--- src/rtl/mmio_dev_pair.sv ---
module mmio_dev_pair #(
  parameter int ADDR_W = 8,
  parameter int DATA_W = 16,
  parameter int RX_W = 8,
  parameter logic [ADDR_W-1:0] RX_STAT_ADDR = 8'hA0,
  parameter logic [ADDR_W-1:0] RX_DATA_ADDR = 8'hA1,
  parameter logic [ADDR_W-1:0] TX_STAT_ADDR = 8'hB0,
  parameter logic [ADDR_W-1:0] TX_DATA_ADDR = 8'hB1
) (
  input  logic              clk,
  input  logic              rst_n,
  input  logic [ADDR_W-1:0] bus_addr,
  input  logic              bus_we,
  input  logic [DATA_W-1:0] bus_wdata,
  output logic [DATA_W-1:0] bus_rdata,
  input  logic              rx_strobe,
  input  logic [RX_W-1:0]   rx_byte,
  output logic              irq_in,
  output logic              tx_valid,
  input  logic              tx_ready,
  output logic [DATA_W-1:0] tx_word,
  output logic              irq_out
);

  localparam int PAD_RX = DATA_W - RX_W;
  localparam int PAD_ST = DATA_W - 2;

  logic [RX_W-1:0]   rx_q;
  logic              rx_rdy, rx_ovr;
  logic [DATA_W-1:0] tx_q;
  logic              tx_en;
  logic              rts;

  wire wr_rx_stat = bus_we && (bus_addr == RX_STAT_ADDR);
  wire wr_tx_stat = bus_we && (bus_addr == TX_STAT_ADDR);
  wire wr_tx_data = bus_we && (bus_addr == TX_DATA_ADDR);
  wire tx_fire    = tx_en && tx_ready;

  always_ff @(posedge clk) begin
    if (!rst_n) begin
      rx_q   <= '0;
      rx_rdy <= 1'b0;
      rx_ovr <= 1'b0;
    end else if (rx_strobe) begin
      rx_q   <= rx_byte;
      rx_rdy <= 1'b1;
      if (rx_rdy) rx_ovr <= 1'b1;
    end else if (wr_rx_stat) begin
      if (!bus_wdata[0]) rx_rdy <= 1'b0;
      if (!bus_wdata[1]) rx_ovr <= 1'b0;
    end
  end

  always_ff @(posedge clk) begin
    if (!rst_n) begin
      tx_q  <= '0;
      tx_en <= 1'b0;
    end else if (tx_en) begin
      if (tx_ready) tx_en <= 1'b0;
    end else begin
      if (wr_tx_data) tx_q <= bus_wdata;
      if (wr_tx_stat && bus_wdata[1]) tx_en <= 1'b1;
    end
  end

  assign rts      = !tx_en;
  assign irq_in   = rx_rdy;
  assign irq_out  = rts && !tx_en;
  assign tx_valid = tx_en;
  assign tx_word  = tx_q;

  always_comb begin
    if (bus_addr == RX_STAT_ADDR)      bus_rdata = {{PAD_ST{1'b0}}, rx_ovr, rx_rdy};
    else if (bus_addr == RX_DATA_ADDR) bus_rdata = {{PAD_RX{1'b0}}, rx_q};
    else if (bus_addr == TX_STAT_ADDR) bus_rdata = {{PAD_ST{1'b0}}, tx_en, rts};
    else if (bus_addr == TX_DATA_ADDR) bus_rdata = tx_q;
    else                               bus_rdata = '0;
  end

  p_rdy_set_r2: assert property (@(posedge clk) disable iff (!rst_n)
    rx_strobe |=> irq_in);

  p_ovr_set_r3: assert property (@(posedge clk) disable iff (!rst_n)
    (rx_strobe && irq_in) |=> (bus_addr != RX_STAT_ADDR) || bus_rdata[1]);

  p_rdy_hold_r4: assert property (@(posedge clk) disable iff (!rst_n)
    (irq_in && !(wr_rx_stat && !bus_wdata[0])) |=> irq_in);

  p_tx_hold_r8: assert property (@(posedge clk) disable iff (!rst_n)
    (tx_valid && !tx_ready) |=> tx_valid && $stable(tx_word));

  p_tx_done_r8: assert property (@(posedge clk) disable iff (!rst_n)
    (tx_valid && tx_ready) |=> !tx_valid && irq_out);

  p_tx_start_r7: assert property (@(posedge clk) disable iff (!rst_n)
    (!tx_valid && wr_tx_stat && bus_wdata[1]) |=> tx_valid && !irq_out);

endmodule

--- config.mk ---
export PLATFORM = sky130hd
export DESIGN_NAME = mmio_dev_pair
export DESIGN_NICKNAME = d
export VERILOG_FILES = /design/src/rtl/mmio_dev_pair.sv
export SDC_FILE = /design/constraint.sdc
export NUM_CORES = 1
export LEC_CHECK = 0
export BUFFER_PORTS_ARGS = -buffer_cell sky130_fd_sc_hd__buf_4
export CORE_MARGIN = 1.5
export CORE_UTILIZATION = 43
export CTS_CLUSTER_DIAMETER = 150
export DETAILED_ROUTE_END_ITERATION = 10
export PLACE_DENSITY = 0.81
export SLEW_MARGIN = 40
export SYNTH_ARGS = -nofsm -noshare
export SYNTH_HDL_FRONTEND = slang
export SYNTH_SLANG_ARGS = --single-unit
--- constraint.sdc ---
create_clock -name clk -period 1.6 [get_ports clk]
set_input_delay 0.16 -clock clk [delete_from_list [all_inputs] [get_ports clk]]
set_output_delay 0.16 -clock clk [all_outputs]
set_load 0.01 [all_outputs]
-- After elaboration in Yosys (flattened, before gate mapping)
Index checks and enable logic that the tools add are counted.
- register bits after elaboration: 27
- input port bits: 37
- output and inout bits: 35
- logic and storage cells: 36
- equal/unequal tests: 7
- mux-type cells: 14
- bitwise logic cells: 1
- reductions and logical operators: 9
- operators with widths (cell ; count):
    $mux W16 ; 4
    $eq A8 B8 Y1 const B ; 4
    $mux W1 ; 10
    $ne A2 B1 Y1 const B ; 3
    $logic_and A1 B1 Y1 ; 4
    $reduce_and A2 Y1 ; 2
    $reduce_and A3 Y1 ; 1
    $reduce_bool A2 Y1 ; 1
    $logic_not A1 Y1 ; 1
    $not A1 Y1 ; 1

-- Longest topological paths before layout
- depth in word-level cells: 5
- gate-level depth with buffers: 6
- gate-level depth less buffers: 3

-- Least setup slack after synthesis
No wires, ideal clock.
- path kind: reg-to-output
- start point: register tx_en, in the netlist tx_valid
- end point: output port bus_rdata[0]
- arrival time: 1.212 ns
- data required time: 1.440 ns
- path slack: 0.228 ns
- stages on the path, launching flop included: 4
- buffers on the path: 0
- cells stage by stage: dfxtp_1 -> inv_1 -> mux4_1 -> and3_1
- cells in the longest elaborated chain, start to end: 4
- ends and longest elaborated chain (element ; RTL line ; RTL):
    start, declared ; 31 ; logic tx_en;
    start signal, assigned ; 57 ; tx_en <= 1'b0;
    start signal, assigned ; 59 ; if (tx_ready) tx_en <= 1'b0;
    start signal, assigned ; 62 ; if (wr_tx_stat && bus_wdata[1]) tx_en <= 1'b1;
    $logic_not A1 Y1 ; - ;
    via irq_out ; 22 ; output logic irq_out
    $mux W16 ; 75 ; else if (bus_addr == TX_STAT_ADDR) bus_rdata = {{PAD_ST{1'b0}}, tx_en, rts};
    $mux W16 ; 74 ; else if (bus_addr == RX_DATA_ADDR) bus_rdata = {{PAD_RX{1'b0}}, rx_q};
    $mux W16 ; 73 ; if (bus_addr == RX_STAT_ADDR) bus_rdata = {{PAD_ST{1'b0}}, rx_ovr, rx_rdy};
    end, declared ; 15 ; output logic [DATA_W-1:0] bus_rdata,
The timed path passes the listed nets, and every way through them passes these cells.

-- Final worst setup path
- start point: register tx_en, in the netlist tx_valid
- end point: output port bus_rdata[0]
- cells in the longest elaborated chain, start to end: 4
- ends and longest elaborated chain (element ; RTL line ; RTL):
    $logic_not A1 Y1 ; 66 ; assign rts = !tx_en;
    $mux W16 ; 75 ;
    $mux W16 ; 74 ;
    $mux W16 ; 73 ;
Every way passes these cells.

==> impl_metrics.ini <==
[critical_path]
worst-path-buf-inv = 2
worst_ep_arrival_time_ps = 1430
worstPathMaxFanout = 4
slowest_stage_cell_on_the_critical_path = mux4_2
path_delay_family = multiplexers
worst_setup_path_end_kind = output pin
worstPathRequired_ps = 1440
worst-setup-path-type = register to output pin
critPathLaunchType = register
path_cells = inv_2 -> mux4_2 -> and3_4 -> buf_6
max_stage_delay_ps = 440

[floorplanning]
ioPinCount = 72
initial_utilization_pct = 44.8
core_region_area_sq_mm = 0.00300
die_w_um = 58.9
fp-row-count = 20
design.die.area_sq_mm = 0.00347
dieHeight_um = 58.9

[placement]
finalWeightedCongestion = 0.821
dp_hpwl_mm = 2.48
numPlacedInstances = 236
dp_worst_setup_slack_ps = 121
place.port_buffers = 71
post_placement_cell_area_sq_mm = 0.00185

[synth]
synth_area_sq_mm = 0.00135
seq_area_frac_synth_pct = 40.2
synth_area_leaders = dfxtp_1 40%, mux2i_1 22%, nand2_1 8.9%
syn_avg_cell_area_sq_um = 9.54
synth-async-reset-ratio_pct = 0
yosys.cell_types.count = 27
synth.top_cell.area_share_pct = 40.2
synth_enable_flop_cells = 0
dominantRegCellSynth = dfxtp_1
synth_nets = 178
synth.largest_area_cell = dfxtp_1
yosys_warnings = 0
register_bit_total_from_synthesis = 27
synthesis.instances = 141

[detailed_routing]
detail_route.iter0.violations = 62
vias = 1237
detailed_route_wire_length_mm = 3.28
route.detailed.drc = 0
wl_per_cell_um = 13.5
drtAntennaViolNets = 0
drt_pass1_iterations = 4
viasPerCell = 5.09

[clock_tree]
clock_sinks = 27
clock_tree.htree_level_count = 1
cts_buffer_depth = 2
clkLatencyLatePin_ps = 310
tritoncts = built
path_clk_slew_ps = 130
cts_root_buf = clkbuf_4
postCtsHoldBufs = 0
num_cts_buffers = 3

[power]
swShare_pct = 22.4
cell_internal_pwr_w = 0.000883
share_clk_of_total_power_pct = 24.3
power_per_cell_area_mw_per_mm2 = 594
total_power_w = 0.00114
pwr-share-comb_pct = 14.6
netSwitchingPower_w = 0.000255
power_leakage_nw = 0.889
power.sequential.fraction_pct = 61.2
ir_worst_vdd_v = 0.000316

[grt]
grt_pass1_vias = 1200
wire_length_of_the_first_global_routing_pass_mm = 5.15
antenna_found_initial = 0
grt_use_total_pct = 19.1
grt_remaining_overflow = 0
largest_net_degree_at_the_start_of_global_routing = 44

[flow_run]
max-cap-violations = 0

[timing]
fin_worst_skew_ps = 6.70
fin_crit_ps = 1590
max-slew-margin-rel_pct = 70.8
final_critical_path_setup_slack_ps = 11.0
hold_viol = 0
finalSetupViolCount = 0
setup_repair_after_global_routing_missed_its_margin = true
fmax_mhz = 629
worst-slew-pin-transition_ps = 436
report.final.slew_viol_count = 0
final.period_utilization_pct = 99.3

[cells_and_area]
fin_area_sq_mm = 0.00192
fillers = 251
nets = 248
combined_area_of_the_multi_input_logic_cells_sq_um = 737
post_layout_nonfiller_instances = 243
antenna_cells = 0
seq_area_sq_um = 546
layout-drive-gt1-share_pct = 41.4
synthToLayoutAreaGrowth_pct = 42.5

[status]
run_status = finished, final reports clean

[worst_hold_path]
timing.hold.worst.class = input port to register
layout by cell type (no fill, tap or decap), drive strengths merged:
cell type   n
nand3       2
nand4       1
nor2b      10
and2        8
o211a       1
nand2b      1
o221a       1
inv         1
mux4        2
a21boi      1
dfxtp      27
and3        3
a21o        1
nor3        1
and3b       1
mux2i      30
nor4b       1
nand2      32
and4        1
clkbuf      4
and4b       1
nor2        6
buf        74
logic make-up (layout without fill, tap and decap cells):
kind of cell           Yosys count  in the layout  share of synthesized area, %
AND/OR/NAND/NOR                 68             68                          25.7
multiplexers                    32             32                          26.0
flip-flops                      27             27                          40.2
buffers and inverters           10             79                          5.49
AO/OA/AOI/OAI                    4              4                          2.70
Yosys cell counts (2+ instances only):
library cell / number
nand2_1: 32
mux2i_1: 30
dfxtp_1: 27
nor2b_1: 10
and2_1: 8
nor2_1: 6
clkbuf_1: 5
and3_1: 3
nand3_1: 2
per-stage QoR:
stage / hold slack [ps] / util (%) / TNS [ps]
after floorplan: 302 / - / 0
after global placement: 419 / 61.6 / 0
after detailed placement: 426 / 61.6 / 0
after CTS: 72.7 / 63.2 / -4.87
after global routing: 75.2 / 63.8 / -80.2
final: 85.8 / 63.8 / 0
repair_timing:
item / CTS / global route
pin swaps: 1 / 0
gates resized for setup: 6 / 3
setup buffers: 2 / 1
setup endpoints to repair: 2 / 2
final timing paths:
kind	depth (start not counted)	end	slack (ps)	startpoint
worst max-delay path	4	bus_rdata[0]	10	tx_valid
worst min-delay path	3	tx_word[4]	90	bus_wdata[4]
worst max register to register	5	tx_word[9]	100	tx_valid
worst min register to register	2	tx_word[11]	480	tx_word[11]
metal layers:
metal  part of all wire, %  global-route usage (%)
met4                  0.82                    7.47
met1                    42                    24.3
met3                   6.2                    2.64
met5                     0                       0
met2                    51                    32.7
power groups by stage:
| stage | sequential, W | clock (W) | combinational, W |
|---|---|---|---|
| floorplan | 0.000710 | 0 | 0.0000808 |
| global placement | 0.000711 | 0 | 0.000159 |
| detailed placement | 0.000712 | 0 | 0.000165 |
| CTS | 0.000697 | 0.000294 | 0.000166 |
| global route | 0.000698 | 0.000319 | 0.000181 |
| finish | 0.000696 | 0.000276 | 0.000166 |
state kept, by name, indices dropped and copies added (netlist names):
name,count
tx_valid,1
tx_word,16
irq_in,1
rx_q,8
rx_ovr,1
worst min-delay path, delay by kind of cell:
| kind | cells | cell delay (ps) |
|---|---|---|
| buf+inv | 1 | 110 |
| mux | 1 | 50 |
| simple gates | 1 | 50 |
area by class of cell:
| type | count | share of cell area (%) |
|---|---|---|
| Multi-Input combinational cell | 104 | 38.4 |
| Timing Repair Buffer | 74 | 29.4 |
| Sequential cell | 27 | 28.5 |
| Tap cell | 33 | 2.15 |
| Clock buffer | 4 | 1.37 |
| Inverter | 1 | 0.196 |
Power figures use the tool's default switching activity.
